## src/rtl/perm_pkg.sv

```systemverilog
package perm_pkg;

    localparam int BYTE_W    = 8;
    localparam int NUM_BYTES = 16;
    localparam int ROWS      = 4;
    localparam int NUM_COLS  = NUM_BYTES / ROWS;
    localparam int NUM_BETA  = NUM_BYTES / 2;
    localparam int STATE_W   = BYTE_W * NUM_BYTES;
    localparam int SEL_W     = 2;

    typedef logic [BYTE_W-1:0] byte_t;
    typedef byte_t [0:NUM_BYTES-1] state_t;
    typedef byte_t [0:NUM_BETA-1]  beta_t;
    typedef byte_t [0:ROWS-1]      col_t;

    typedef enum logic [SEL_W-1:0] {
        PERM_MIX  = 2'b00,
        PERM_INV  = 2'b01,
        PERM_DIFF = 2'b10,
        PERM_PASS = 2'b11
    } perm_sel_e;

    // low byte of the field polynomial x^8+x^4+x^3+x+1
    localparam byte_t FIELD_RED = 8'h1B;

    // multiply by {02} in the field
    function automatic byte_t xt2(byte_t a);
        return {a[BYTE_W-2:0], 1'b0} ^ (a[BYTE_W-1] ? FIELD_RED : '0);
    endfunction

    // index of the byte d rows further down the same column (cyclic)
    function automatic int col_nbr(int i, int d);
        return ROWS * (i / ROWS) + ((i + d) % ROWS);
    endfunction

    // two operands of the j-th two-apart pair term
    function automatic int beta_lo(int j);
        return 2 * j - (j % 2);
    endfunction

    function automatic int beta_hi(int j);
        return 2 * (j + 1) - (j % 2);
    endfunction

    // diffusion byte k = x[SELF] ^ beta[BETA] ^ alpha[ALPHA_A] ^ alpha[ALPHA_B]
    localparam int DIFF_SELF    [NUM_BYTES] = '{3, 2, 1, 0, 5, 4, 7, 6,
                                               10, 11, 8, 9, 12, 13, 14, 15};
    localparam int DIFF_BETA    [NUM_BYTES] = '{2, 3, 2, 3, 0, 1, 0, 1,
                                                7, 6, 7, 6, 5, 4, 5, 4};
    localparam int DIFF_ALPHA_A [NUM_BYTES] = '{8, 8, 10, 10, 11, 9, 9, 11,
                                                0, 0, 2, 2, 1, 3, 3, 1};
    localparam int DIFF_ALPHA_B [NUM_BYTES] = '{13, 15, 15, 13, 14, 14, 12, 12,
                                                7, 5, 5, 7, 6, 6, 4, 4};

endpackage

```

## src/rtl/perm_pair_xor.sv

```systemverilog
module perm_pair_xor
    import perm_pkg::*;
(
    input  state_t x,
    output state_t alpha,
    output beta_t  beta
);

    // adjacent-row pairs: one per byte
    for (genvar i = 0; i < NUM_BYTES; i++) begin : g_alpha
        localparam int PARTNER = col_nbr(i, 1);
        assign alpha[i] = x[i] ^ x[PARTNER];
    end

    // two-apart pairs: two per column
    for (genvar j = 0; j < NUM_BETA; j++) begin : g_beta
        localparam int LO = beta_lo(j);
        localparam int HI = beta_hi(j);
        assign beta[j] = x[LO] ^ x[HI];
    end

endmodule

```

## src/rtl/perm_mix_column.sv

```systemverilog
module perm_mix_column
    import perm_pkg::*;
#(
    parameter int COL = 0
) (
    input  state_t x,
    input  state_t alpha,
    input  beta_t  beta,
    output col_t   mix,
    output col_t   inv
);

    localparam int BASE  = ROWS * COL;
    localparam int BBASE = 2 * COL;

    byte_t m4  [2];
    byte_t m8  [2];
    byte_t m12 [2];

    // constant multiples of the two-apart terms, shared by all rows
    for (genvar b = 0; b < 2; b++) begin : g_const
        assign m4[b]  = xt2(xt2(beta[BBASE + b]));
        assign m8[b]  = xt2(m4[b]);
        assign m12[b] = m8[b] ^ m4[b];
    end

    always_comb begin
        for (int r = 0; r < ROWS; r++) begin
            byte_t u;
            u = x[col_nbr(BASE + r, 1)]
              ^ xt2(alpha[BASE + r])
              ^ alpha[col_nbr(BASE + r, 2)];
            mix[r] = u;
            inv[r] = u ^ m12[r % 2] ^ m8[(r + 1) % 2];
        end
    end

endmodule

```

## src/rtl/perm_binary_diffuse.sv

```systemverilog
module perm_binary_diffuse
    import perm_pkg::*;
(
    input  state_t x,
    input  state_t alpha,
    input  beta_t  beta,
    output state_t w
);

    for (genvar k = 0; k < NUM_BYTES; k++) begin : g_row
        localparam int SI = DIFF_SELF[k];
        localparam int BI = DIFF_BETA[k];
        localparam int AA = DIFF_ALPHA_A[k];
        localparam int AB = DIFF_ALPHA_B[k];
        assign w[k] = x[SI] ^ beta[BI] ^ alpha[AA] ^ alpha[AB];
    end

endmodule

```

## src/rtl/perm_merged_layer.sv

```systemverilog
module perm_merged_layer
    import perm_pkg::*;
(
    input  logic [SEL_W-1:0]   func_sel,
    input  logic [STATE_W-1:0] state_in,
    output logic [STATE_W-1:0] state_out
);

    state_t    x;
    state_t    alpha;
    beta_t     beta;
    state_t    mix_st;
    state_t    inv_st;
    state_t    diff_st;
    state_t    res;
    perm_sel_e mode;

    assign x    = state_t'(state_in);
    assign mode = perm_sel_e'(func_sel);

    perm_pair_xor u_pairs (
        .x     (x),
        .alpha (alpha),
        .beta  (beta)
    );

    for (genvar c = 0; c < NUM_COLS; c++) begin : g_col
        col_t mc;
        col_t ic;
        perm_mix_column #(.COL(c)) u_col (
            .x     (x),
            .alpha (alpha),
            .beta  (beta),
            .mix   (mc),
            .inv   (ic)
        );
        for (genvar r = 0; r < ROWS; r++) begin : g_row
            assign mix_st[ROWS*c + r] = mc[r];
            assign inv_st[ROWS*c + r] = ic[r];
        end
    end

    perm_binary_diffuse u_diff (
        .x     (x),
        .alpha (alpha),
        .beta  (beta),
        .w     (diff_st)
    );

    always_comb begin
        unique case (mode)
            PERM_MIX:  res = mix_st;
            PERM_INV:  res = inv_st;
            PERM_DIFF: res = diff_st;
            default:   res = x;
        endcase
    end

    assign state_out = STATE_W'(res);

endmodule

```

## config.mk

```make
export PLATFORM = sky130hd
export DESIGN_NAME = perm_merged_layer
export DESIGN_NICKNAME = d
export VERILOG_FILES = /design/src/rtl/perm_pkg.sv /design/src/rtl/perm_pair_xor.sv /design/src/rtl/perm_mix_column.sv /design/src/rtl/perm_binary_diffuse.sv /design/src/rtl/perm_merged_layer.sv
export SDC_FILE = /design/constraint.sdc
export NUM_CORES = 1
export LEC_CHECK = 0
export BUFFER_PORTS_ARGS = -buffer_cell sky130_fd_sc_hd__buf_4
export CAP_MARGIN = 20
export CORE_ASPECT_RATIO = 1.4
export CORE_MARGIN = 3
export CORE_UTILIZATION = 64
export DETAILED_ROUTE_END_ITERATION = 16
export PLACE_DENSITY = 0.89
export SYNTH_ARGS = -nofsm -noshare
export SYNTH_HDL_FRONTEND = slang
export SYNTH_SLANG_ARGS = --single-unit
```

## constraint.sdc

```tcl
create_clock -name vclk -period 6.8
set_clock_uncertainty 0.2 [all_clocks]
set_input_delay 1.02 -clock vclk [all_inputs]
set_output_delay 1.02 -clock vclk [all_outputs]
set_load 0.1 [all_outputs]
```

==> impl_metrics.yaml <==
power_and_ir_drop:
  power_density_nw_per_um2: 331
  ir_worst_vdd_mv: 0.349
  p_leak_nw: 6.09
layout:
  clkbuf_count: 0
  fill_cells: 1986
  regArea_um2: 0
  stdcell_count: 2375
  layout_commonest_cell: "xnor2_1"
  drive_gt1_frac: 0.172
  post-route-util: 0.724
  antenna_cells: 0
  area_growth_pct: 10.4
  layout.nets: 2201
  fin_area_um2: 16900
  mostFrequentLayoutCells: "xnor2_1 (762), buf_4 (281), xor2_1 (221), o21ai_0 (144), nand2_1 (89)"
  n_sequential_cell: 0
floorplanning:
  core_area_um2: 23400
  die-area_um2: 25900
  die_w_um: 137
  die_y_um: 189
  start_util: 0.656
  top_level_ports: 258
  core.rowCount: 66
timing:
  rsz0062_at_grt: "no"
  fin_tns_setup_ps: 0
  relSlewSlack: 0.195
  maxSlewViolCount: 0
  tightest_slew_ps: 1200
  setup_viol: 0
  timing.final.hold_violations: 0
  min_period_over_period: 0.760
  layout_min_cycle_time_ps: 5170
  fmax_mhz: 193
clock_network:
  holdBufCountCts: 0
  cts_resized: 0
  postCtsSetupRepairBufs: 0
detailed_routing:
  antenna_left: 0
  routedWlPerCell_um: 25.1
  drc_errors: 0
  dr.pass1.iters: 6
  drt-initial-drc-count: 1275
  dr_total_vias: 15300
  wl_um: 59600
  vias_per_cell: 6.42
setup_path:
  worst_ep_arrival_time_ps: 3950
  path_class: "in -> out"
  cp_slowest_cell: "xor2_1"
  critPathMaxFanout: 8
  cp.required_ps: 5580
  setup.worst_path.start_class: "input pin"
  crit_chain: "buf_4 -> xnor2_1 -> xnor3_1 -> xor2_1 -> a211oi_1 -> a221oi_1 -> buf_4"
  crit_top_cell: "buf_4"
  cp_slowest_stage_delay_ps: 800
  endpoint_kind: "output pin"
yosys:
  synth_cells: 1998
  synthesis.nets: 2128
  synth.avg_cell_area_um2: 7.67
  synth_area_um2: 15300
  ys_seq_area_frac: 0
  ys_types: 63
  synth_warnings: 0
grt:
  antenna_found_initial: 0
  grt_pass1_vias: 14800
  grt_overflow: 0
  grt_max_degree: 187
  gr-usage-all-layers: 0.445
  grt_pass1_wl_um: 88700
place:
  placed_cells: 2375
  port_buffers: 258
  postPlaceCellArea_um2: 16900
  dpl.hpwl_um: 47000
  gp_congestion: 1.03
min_path:
  hold_class: "in -> out"
status:
  status: "finished, final reports clean"
job:
  drv_cap: 0
==> through the flow <==
step	worst slack [ps]	hold slack [ps]	total power [mW]
finish	1630	2430	5.60
detailed placement	1750	2430	5.52
floorplan	743	2420	4.37
global route	1550	2470	5.83
global placement	1830	2420	5.47
CTS	1750	2440	5.54
==> final timing paths <==
kind / start / end / slack (ps) / cells past startpoint
worst min-delay path: state_in[32] / state_out[32] / 2430 / 4
worst max-delay path: state_in[70] / state_out[89] / 1630 / 7
==> metal layers <==
metal | global-route usage | wire, µm | up-vias
met1 | 0.486 | 20200 | 7212
li1 | - | - | 6751
met3 | 0.0691 | 4890 | 325
met4 | 0.380 | 6620 | 0
met2 | 0.741 | 27900 | 965
met5 | 0 | 0 | -
==> report_power, final <==
group | internal (mW) | switching, mW | total (mW) | leakage (nW)
registers | 0 | 0 | 0 | 0
clock network | 0 | 0 | 0 | 0
logic | 1.71 | 3.90 | 5.60 | 6.09
total | 1.71 | 3.90 | 5.60 | 6.09
==> Yosys cell counts (4+ instances only) <==
cell type,instances,area share
xnor3_1,25,0.037
buf_2,69,0.023
xor2_1,221,0.13
xor3_1,5,0.0078
nand2_1,89,0.022
a2bb2oi_1,12,0.0069
or3_1,8,0.0033
a221oi_1,5,0.0029
xnor2_1,763,0.44
nor2_1,57,0.014
mux2_2,9,0.0066
mux2i_1,8,0.0052
a21oi_1,88,0.029
o221ai_1,4,0.0023
a211oi_1,24,0.012
a22oi_1,55,0.027
clkbuf_8,4,0.0036
o21ai_0,144,0.047
nand3_1,40,0.013
nor3_1,19,0.0062
o22ai_1,65,0.027
xor2_2,7,0.0074
buf_1,8,0.0020
clkbuf_1,123,0.030
buf_4,7,0.0034
nand2b_1,31,0.013
and2_1,7,0.0029
o32ai_1,5,0.0029
mux4_2,4,0.0059
xnor2_2,27,0.029
xnor2_4,6,0.011
o31ai_1,5,0.0024
inv_1,7,0.0017
==> cell families after synthesis <==
| kind of cell | share of synthesized area |
|---|---|
| xor+xnor | 0.665 |
| compound gates | 0.171 |
| simple gates | 0.0800 |
| buf+inv | 0.0648 |
| mux | 0.0186 |
==> critical path, delay by kind of cell <==
family | cells | cell delay (ps)
XOR/XNOR | 3 | 1860
buffers and inverters | 2 | 520
AO/OA/AOI/OAI | 2 | 530
==> cell type report <==
type,instances,area (µm²),area share
inverters,8,37.5,0.00222
multi-input cells,1777,14300,0.847
well taps,306,383,0.0226
repair buffers,284,2160,0.128
(Power assumes the default switching activity.)
